[src/rtl/pxp_pkg.sv]
package pxp_pkg;
  // Which half of the pixel word the next accepted byte fills.
  typedef enum logic {
    LANE_HI = 1'b0,
    LANE_LO = 1'b1
  } lane_e;
endpackage

[src/rtl/pxp_phase.sv]
module pxp_phase
  import pxp_pkg::*;
(
  input  logic  clk,
  input  logic  rst_n,
  input  logic  take,
  input  logic  restart,
  output lane_e lane
);
  always_ff @(posedge clk) begin
    if (!rst_n)       lane <= LANE_HI;
    else if (restart) lane <= LANE_HI;
    else if (take)    lane <= (lane == LANE_HI) ? LANE_LO : LANE_HI;
  end


  phase_restart_chk: assert property (@(posedge clk) disable iff (!rst_n)
    restart |=> lane == LANE_HI);
endmodule

[src/rtl/pxp_assemble.sv]
module pxp_assemble
  import pxp_pkg::*;
#(
  parameter int BYTE_W = 8,
  localparam int WORD_W = 2 * BYTE_W
) (
  input  logic              clk,
  input  logic              rst_n,
  input  logic              take,
  input  lane_e             lane,
  input  logic [BYTE_W-1:0] byte_in,
  output logic              valid,
  output logic [WORD_W-1:0] data
);
  logic [BYTE_W-1:0] hi_q;
  logic              fire;

  assign fire = take && (lane == LANE_LO);

  always_ff @(posedge clk) begin
    if (!rst_n) begin
      hi_q  <= '0;
      valid <= 1'b0;
      data  <= '0;
    end else begin
      if (take && lane == LANE_HI) hi_q <= byte_in;
      valid <= fire;
      if (fire) data <= {hi_q, byte_in};
    end
  end


  valid_pulse_chk: assert property (@(posedge clk) disable iff (!rst_n)
    valid |=> !valid);

  valid_after_take_chk: assert property (@(posedge clk) disable iff (!rst_n)
    valid |-> $past(take));
endmodule

[src/rtl/pxp_fill_count.sv]
module pxp_fill_count #(
  parameter int CNT_W = 12,
  localparam logic [CNT_W-1:0] CNT_MAX = {CNT_W{1'b1}}
) (
  input  logic             clk,
  input  logic             rst_n,
  input  logic             hs,
  input  logic             clr,
  output logic [CNT_W-1:0] count
);
  always_ff @(posedge clk) begin
    if (!rst_n)                     count <= '0;
    else if (clr)                   count <= hs ? CNT_W'(1) : '0;
    else if (hs && count != CNT_MAX) count <= count + 1'b1;
  end


  clear_chk: assert property (@(posedge clk) disable iff (!rst_n)
    clr |=> count <= CNT_W'(1));

  step_chk: assert property (@(posedge clk) disable iff (!rst_n)
    (hs && !clr && count != CNT_MAX) |=> count == $past(count) + 1'b1);

  hold_chk: assert property (@(posedge clk) disable iff (!rst_n)
    (!hs && !clr) |=> $stable(count));

  saturate_chk: assert property (@(posedge clk) disable iff (!rst_n)
    (!clr && count == CNT_MAX) |=> count == CNT_MAX);
endmodule

[src/rtl/pixel_pair_packer.sv]
module pixel_pair_packer
  import pxp_pkg::*;
#(
  parameter int BYTE_W = 8,
  parameter int CNT_W  = 12,
  localparam int WORD_W = 2 * BYTE_W
) (
  input  logic              clk,
  input  logic              rst_n,
  input  logic [BYTE_W-1:0] px_byte,
  input  logic              line_act,
  input  logic              frame_sync,
  input  logic              drain_ack,
  output logic              word_valid,
  input  logic              word_ready,
  output logic [WORD_W-1:0] word_data,
  output logic [CNT_W-1:0]  word_count
);
  logic  take;
  logic  restart;
  lane_e lane;

  assign take    = line_act && !frame_sync;
  assign restart = !take;

  pxp_phase u_phase (
    .clk(clk), .rst_n(rst_n), .take(take), .restart(restart), .lane(lane)
  );

  pxp_assemble #(.BYTE_W(BYTE_W)) u_asm (
    .clk(clk), .rst_n(rst_n), .take(take), .lane(lane),
    .byte_in(px_byte), .valid(word_valid), .data(word_data)
  );

  pxp_fill_count #(.CNT_W(CNT_W)) u_cnt (
    .clk(clk), .rst_n(rst_n), .hs(word_valid && word_ready),
    .clr(drain_ack || frame_sync), .count(word_count)
  );


  accept_gate_chk: assert property (@(posedge clk) disable iff (!rst_n)
    word_valid |-> $past(line_act && !frame_sync));
endmodule

[config.mk]
export PLATFORM = sky130hd
export DESIGN_NAME = pixel_pair_packer
export DESIGN_NICKNAME = d
export VERILOG_FILES = /design/src/rtl/pxp_pkg.sv /design/src/rtl/pxp_phase.sv /design/src/rtl/pxp_assemble.sv /design/src/rtl/pxp_fill_count.sv /design/src/rtl/pixel_pair_packer.sv
export SDC_FILE = /design/constraint.sdc
export NUM_CORES = 1
export LEC_CHECK = 0
export ABC_AREA = 1
export BUFFER_PORTS_ARGS = -buffer_cell sky130_fd_sc_hd__buf_2
export CAP_MARGIN = 10
export CORE_MARGIN = 8
export CORE_UTILIZATION = 45
export DETAILED_ROUTE_END_ITERATION = 7
export GPL_TIMING_DRIVEN = 1
export PLACE_DENSITY = 0.69
export SYNTH_ARGS = -nofsm -noshare
export SYNTH_HDL_FRONTEND = slang
export SYNTH_HIERARCHICAL = 1
export SYNTH_SLANG_ARGS = --single-unit
[constraint.sdc]
create_clock -name clk -period 3.9 [get_ports clk]
set_input_delay 0.78 -clock clk [delete_from_list [all_inputs] [get_ports clk]]
set_output_delay 0.78 -clock clk [all_outputs]
set_load 0.1 [all_outputs]
After elaboration in Yosys (flattened, before gate mapping)

Index checks and enable logic that the tools add are counted.
Widths: inputs -> output; s select.

Flip-flop bits (word level): 38
Input port bits: 14
Output and inout port bits: 29

Add/subtract/negate cells: 1
Equality and inequality tests: 1
Mux-type cells: 4
Bitwise operators: 1
Reductions and logical operators: 9

Operator list:

| operator              | number |
|---|---|
| $mux 12               | 2 |
| $add 12x1->12 const B | 1 |
| $ne 12x12->1 const B  | 1 |
| $logic_and 1x1->1     | 5 |
| $mux 1                | 2 |
| $reduce_and 2->1      | 1 |
| $reduce_bool 2->1     | 1 |
| $logic_not 1->1       | 1 |
| $logic_or 1x1->1      | 1 |
| $not 1->1             | 1 |

Depth between registers and ports, before layout

Gate-level depths: netlist of the first run.

Word-level depth: 4
Depth in mapped cells: 9
Mapped depth without buffers: 9

By module

The synthesis of the first run kept the hierarchy.

By module, submodules not included:

| module            | instances | cells an instance | area each (µm²) | sequential area each (µm²) |
|---|---|---|---|---|
| pxp_assemble      | 1         | 127               | 994.7           | 500.5 |
| pxp_fill_count    | 1         | 110               | 739.5           | 240.2 |
| pxp_phase         | 1         | 9                 | 52.6            | 20.0 |
| pixel_pair_packer | 1         | 8                 | 32.5            | 0.0 |

Worst setup path after synthesis of the first run

OpenSTA, ideal clock, no wires.

Kind: reg2reg
From: register u_cnt.count[0]
To: register u_cnt.count[7]
Setup time: 118 ps
Arrival: 2064 ps
Required time: 3782 ps
Path slack: 1718 ps
Stages on the path, launching flop included: 9
Clock period less this slack: 2182 ps
Cells stage by stage: dfxtp_1 ha_1 nand2_2 nor2_4 nand3_4 nand2_8 nand2_8 a21oi_1 nor2_1

Cells in the longest elaborated chain, start to end: 3
Elaborated cells between the ends (all ways): 6
Classes of those cells: add/sub (1); eq/ne (1); mux (2); reduce/logical (2)

RTL lines:

| item                                          | line                 | RTL |
|---|---|---|
| start, declared                               | pxp_fill_count.sv:9  | `output logic [CNT_W-1:0] count` |
| start signal, assigned                        | pxp_fill_count.sv:13 | `else if (clr) count <= hs ? CNT_W'(1) : '0;` |
| start signal, assigned                        | pxp_fill_count.sv:14 | `else if (hs && count != CNT_MAX) count <= count + 1'b1;` |
| $add 12x1->12 or $ne 12x12->1 (tied branches) | pxp_fill_count.sv:14 |  |
| $mux 12 or $logic_and 1x1->1 (tied branches)  | pxp_fill_count.sv:14 |  |
| $mux 12 or $reduce_bool 2->1 (tied branches)  | --                   |  |

Several ways; a longest one is shown, not always the timed one. The select of a mux whose other input is x is not followed.
A chain may end at the register's enable or synchronous reset.

Worst setup path after layout of the first run

From: register u_cnt.count[7]
To: output word_count[7]

RTL lines:

| item          | line                    | RTL |
|---|---|---|
| end, declared | pixel_pair_packer.sv:17 | `output logic [CNT_W-1:0] word_count` |

No word-level cell between the ends.

==> results.py, run 1 <==
metrics = {
    "cts": {
        "clock_sinks": 38,
        "clock_path_buffers": 2,
        "cts_resized": 0,
        "cts_tree": "built",
        "cts_setup_buffers": 0,
        "cts_buffers": 5,
        "hold_buffers": 0,
        "cts.htree.levels": 2,
        "path_clk_slew_ns": 0.07,
        "root_buffer": "clkbuf_8",
        "clock_latency_ns": 0.28,
    },
    "setup_path": {
        "cp.arrival_ns": 1.18,
        "start_kind": "flop",
        "startpoint": "u_cnt/count[7]$_SDFFE_PN0P_",
        "r2r_start": "u_cnt/count[0]$_SDFFE_PN0P_",
        "crit_chain": "buf_2",
        "end_kind": "output pin",
        "worst-path-stages": 1,
        "reg2reg_depth": 8,
        "crit_end": "word_count[7]",
        "r2r_setup_slack_ns": 2.33,
        "slowest_delay_ns": 0.47,
        "crit_family": "buffers and inverters",
        "rr_endpoint": "u_cnt/count[8]$_SDFFE_PN0P_",
        "path_class": "flop to output pin",
        "critPathSlowestCell": "buf_2",
        "worstPathRequired_ns": 3.12,
        "crit_buf_inv": 1,
        "critPathMaxFanout": 6,
    },
    "layout": {
        "diodes": 0,
        "drive_above_1_share_pct": 23.3,
        "area_growth_pct": 15.5,
        "nets": 311,
        "final_cells": 346,
        "n_fill_cell": 423,
        "multiInputGateArea_um2": 862,
        "regArea_um2": 761,
    },
    "yosys": {
        "synth_warnings": 6,
        "synthSimpleGateAreaFrac_pct": 37.9,
        "synthAdderAreaFrac_pct": 0.688,
        "synth-xor-area-share_pct": 0,
        "yosys.area.top_type": "dfxtp_1",
        "synth_edf_count": 0,
        "synth-seq-cells": 38,
        "synthTopCellsByCount": "nand2_1 (53), dfxtp_1 (38), nand3_1 (36), nor2_1 (36), inv_1 (27)",
        "synth.area.mux_share_pct": 0,
        "syn_nets": 269,
        "synth_area_mm2": 0.00182,
        "ys.flop_type": "dfxtp_1",
        "synth_compound_area_share_pct": 8.80,
        "netlist_instances": 254,
        "synthTopCellsByArea": "dfxtp_1 (42%), nand2_1 (11%), nand3_1 (9.9%)",
        "synth_cell_types": 21,
        "synth_top_area_share_pct": 41.8,
        "synth.most_common_cell": "nand2_1",
        "async_reset_ff_share_pct": 0,
        "ys_seq_area_share_pct": 41.8,
        "synth_top_family_by_area": "simple AND/OR/NAND/NOR gates",
        "syn_avg_cell_area_um2": 7.16,
    },
    "detailed_routing": {
        "finalWirelength_um": 4100,
        "vias_per_cell": 4.89,
        "drc": 0,
        "dr_total_vias": 1693,
        "drt_iter0_markers": 121,
        "wl_per_cell_um": 11.9,
        "drt-pass1-iter-count": 4,
        "ant_nets": 0,
    },
    "status": {
        "outcome": "finished clean",
    },
    "die": {
        "floorplan.die_area_mm2": 0.00633,
        "core_area_mm2": 0.00394,
        "die-height_um": 79.6,
        "core.rowCount": 23,
        "ios": 43,
        "die_w_um": 79.6,
        "initial_core_util_pct": 46.1,
    },
    "place": {
        "portBuffers": 42,
        "dpl.hpwl_um": 3000,
        "gp_congestion": 0.804,
        "dp_cells": 339,
    },
    "timing": {
        "tns_ns": 0,
        "setup_viol": 0,
        "tightest_slew_ns": 0.827,
        "fin_crit_sh_pct": 50.4,
        "hold_violations": 0,
        "clock_skew_ns": 0.0112,
        "slew_headroom_pct": 44.8,
        "slew_violations": 0,
        "rsz0062_at_grt": "false",
        "fin_crit_ns": 1.96,
        "max_freq_mhz": 509,
    },
    "global_routing": {
        "grt_usage_pct": 13.6,
        "grt_max_degree": 29,
        "grt_pass1_vias": 1599,
        "grt_pass1_wl_um": 7080,
        "antenna_found_initial": 0,
        "grt-ovfl-total": 0,
    },
    "pwr": {
        "vdd_drop_max_v": 0.000197,
        "pwr_density_cell_mw_per_mm2": 341,
        "p_leak_nw": 0.974,
    },
    "job": {
        "max_cap_violations": 0,
    },
    "min_path": {
        "hold_class": "flop to flop",
    },
}
==> cell type report <==
cell class,instances,area share (%)
well taps,50,2.98
clock buffers,5,3.27
clock inverters,2,0.476
flip-flops and latches,38,36.2
inverters,32,5.71
repair buffers,43,10.4
multi-input cells,176,41.0
==> cells in the final DEF, fill, tap and decap left out, types with 3 or more instances in the layout <==
cell type	netlist	final
clkbuf_8	0	5
dfxtp_1	38	38
nand2_1	53	53
inv_1	27	27
inv_2	4	4
buf_2	1	42
o21ai_0	6	6
nor2_4	3	3
nand2_2	3	3
nand3_1	36	36
nor2_1	36	36
a21oi_1	26	26
nor2_2	4	4
==> registers in the layout, summed over array words and instances (netlist names) <==
signal        cells
u_phase/lane      1
u_asm/hi_q        8
u_cnt/count      12
u_asm/valid       1
u_asm/data       16
==> report_power, final <==
group	internal [mW]	switching [mW]
clock	0.120	0.131
combinational	0.0195	0.0450
sequential	0.395	0.00550
total	0.535	0.182
==> routing by layer <==
| layer | vias to the layer above | track usage (%) | routed length (um) |
|---|---|---|---|
| li1 | 885 | - | - |
| met1 | 769 | 16.9 | 1940 |
| met2 | 37 | 21.8 | 1940 |
| met3 | 2 | 3.83 | 209 |
| met4 | 0 | 4.81 | 19 |
| met5 | - | 0 | 0 |
==> per-stage QoR <==
stage	utilization (%)	setup slack, ns	power (mW)	cell area, um2	hold slack, ns
6_report	53.3	1.94	0.717	2100	0.459
5_1_grt	53.3	1.86	0.758	2100	0.474
4_1_cts	53.3	1.92	0.724	2100	0.463
3_5_place_dp	51.3	1.90	0.474	2020	0.451
3_3_place_gp	51.3	1.97	0.474	2020	0.448
2_1_floorplan	-	1.72	0.460	1820	0.448
==> cells by family after synthesis <==
family | count (synthesis)
compound gates | 32
fa+ha+maj | 1
buf+inv | 40
flops | 38
simple gates | 143
==> how the worst min path moves through the flow <==
| stage | to | start | cells past startpoint |
|---|---|---|---|
| floorplan | u_asm/data[10]$_SDFFE_PN0P_ | u_asm/hi_q[2]$_SDFFE_PN0P_ | 2 |
| global placement | u_asm/data[0]$_SDFFE_PN0P_ | u_asm/data[0]$_SDFFE_PN0P_ | 2 |
| detailed placement | u_asm/data[0]$_SDFFE_PN0P_ | u_asm/data[0]$_SDFFE_PN0P_ | 2 |
| CTS | u_asm/data[6]$_SDFFE_PN0P_ | u_asm/data[6]$_SDFFE_PN0P_ | 2 |
| global route | u_asm/data[8]$_SDFFE_PN0P_ | u_asm/data[8]$_SDFFE_PN0P_ | 2 |
| finish | u_asm/data[9]$_SDFFE_PN0P_ | u_asm/data[9]$_SDFFE_PN0P_ | 2 |
No activity file was read; power rests on OpenSTA's default activity.
==> inputs of run 2 (changes only) <==
- PLACE_DENSITY: 0.69 -> 0.71
- clock period: 3.9 -> 1.8 ns (I/O delays scaled with it)
==> run 2 against run 1 <==
  * Power rose by 130%
  * First-iteration DRC count fell by 34%
  * Critical path type is now flop to flop
  * Global-route usage rose by 0.080 points
  * Clock-buffer cell count up 1
  * Critical endpoint is now u_cnt/count[8]$_SDFFE_PN0P_
  * Design area up 3.2%
==> results.py, run 2 (same netlist as run 1, synthesis figures left out) <==
metrics = {
    "cts": {
        "clock_latency_ns": 0.29,
        "cts_buffers": 5,
        "path_clk_slew_ns": 0.08,
        "clock_path_buffers": 2,
        "cts.htree.levels": 2,
        "cts_resized": 0,
        "hold_buffers": 0,
        "root_buffer": "clkbuf_8",
        "clock_sinks": 38,
        "cts_tree": "built",
        "cts_setup_buffers": 0,
    },
    "layout": {
        "layout_commonest_cell": "nand2_1",
        "area_growth_pct": 19.2,
        "diodes": 0,
        "largest_reg_flops": 16,
        "final_cells": 350,
        "nets": 314,
        "reg_top3": "u_asm/data: 16 flops, u_cnt/count: 12 flops, u_asm/hi_q: 8 flops",
        "drive_above_1_share_pct": 28.3,
        "regMostFlops": "u_asm/data",
        "most-common-layout-cells": "nand2_1 (53), buf_2 (42), nand3_1 (36), nor2_1 (36), inv_1 (27)",
        "stdcell_area_mm2": 0.00217,
        "n_fill_cell": 390,
    },
    "timing": {
        "fin_crit_ns": 1.49,
        "clock_skew_ns": 0.00398,
        "fin_crit_sh_pct": 83.0,
        "hold_violations": 0,
        "setup_viol": 0,
        "tns_ns": 0,
        "max_freq_mhz": 670,
        "rsz0062_at_grt": "false",
        "slew_violations": 0,
        "slew_headroom_pct": 66.4,
        "tightest_slew_ns": 0.504,
    },
    "job": {
        "max_cap_violations": 0,
    },
    "global_routing": {
        "grt-ovfl-total": 0,
        "grt_pass1_vias": 1653,
        "antenna_found_initial": 0,
        "grt_usage_pct": 13.7,
        "grt_pass1_wl_um": 7130,
        "grt_max_degree": 29,
    },
    "place": {
        "dp_cells": 342,
        "gp_congestion": 0.846,
        "place_area_mm2": 0.00207,
        "dpl.hpwl_um": 3040,
        "portBuffers": 42,
    },
    "detailed_routing": {
        "finalWirelength_um": 4100,
        "wl_per_cell_um": 11.7,
        "dr_total_vias": 1692,
        "drc": 0,
        "vias_per_cell": 4.83,
        "ant_nets": 0,
        "drt_iter0_markers": 80,
        "drt-pass1-iter-count": 4,
    },
    "die": {
        "ios": 43,
        "die_w_um": 79.6,
        "floorplan.die_area_mm2": 0.00633,
        "core_area_mm2": 0.00394,
        "die-height_um": 79.6,
        "initial_core_util_pct": 46.1,
        "core.rowCount": 23,
    },
    "setup_path": {
        "worstPathRequired_ns": 1.98,
        "start_kind": "flop",
        "slowest_delay_ns": 0.37,
        "crit_buf_inv": 0,
        "cp.arrival_ns": 1.68,
        "critPathSlowestCell": "dfxtp_2",
        "crit_family": "simple AND/OR/NAND/NOR gates",
        "critPathMaxFanout": 10,
        "end_kind": "flop",
        "cpMostUsedCell": "nand2_8",
        "path_class": "flop to flop",
        "crit_chain": "ha_1 > nand2_2 > nor2_4 > nand3_4 > nand2_8 > nand2_8 > a21oi_1 > nor2_1",
    },
    "min_path": {
        "hold_class": "primary input to flop",
    },
    "pwr": {
        "vdd_drop_max_v": 0.000378,
        "pwr_density_cell_mw_per_mm2": 748,
        "p_leak_nw": 1.00,
    },
    "status": {
        "outcome": "finished clean",
    },
}
run 2: final cells by class:
cell class | count | area [um2] | share of cell area (%)
well taps | 50 | 62.6 | 2.89
flip-flops and latches | 38 | 776 | 35.8
clock inverters | 2 | 12.5 | 0.577
inverters | 32 | 120 | 5.54
clock buffers | 6 | 82.6 | 3.81
repair buffers | 46 | 253 | 11.7
multi-input cells | 176 | 862 | 39.8
run 2: worst paths after layout:
check / startpoint / to / slack (ns) / cells after the start
worst max register to register: u_cnt/count[0]$_SDFFE_PN0P_ / u_cnt/count[8]$_SDFFE_PN0P_ / 0.31 / 8
worst max-delay path: u_cnt/count[0]$_SDFFE_PN0P_ / u_cnt/count[8]$_SDFFE_PN0P_ / 0.31 / 8
worst min-delay path: px_byte[5] / u_asm/data[5]$_SDFFE_PN0P_ / 0.34 / 3
worst min register to register: u_asm/data[2]$_SDFFE_PN0P_ / u_asm/data[2]$_SDFFE_PN0P_ / 0.46 / 2
run 2: worst min-delay path, delay by kind of cell:
family                 cells  cell delay (ns)
buffers and inverters      1             0.10
AOI/OAI and AO/OA          1             0.06
and+or+nand+nor            1             0.06
run 2: power breakdown:
group / switching (mW) / internal [mW] / leakage (nW)
registers: 0.0108 / 0.856 / 0.314
clock network: 0.299 / 0.308 / 0.0472
logic: 0.101 / 0.0477 / 0.642
run 2: metal layers:
layer  global-route usage, %  routed length [um]  part of all wire (%)  vias up
met5                       0                   0                     0        -
met4                    5.00                  59                   1.4        0
met3                    5.07                 253                   6.2        6
met2                    22.4                1890                    46       35
met1                    15.8                1900                    46      753
li1                        -                   -                     -      898
run 2: metrics by stage:
stage	total power [mW]	utilization (%)	hold WS, ns	setup WS, ns
final	1.62	55.0	0.339	0.307
after global routing	1.69	55.0	0.342	0.213
after CTS	1.65	55.0	0.327	0.316
after detailed placement	1.04	52.6	0.451	0.245
after global placement	1.03	52.6	0.449	0.283
after floorplan	0.996	-	0.448	0.00626
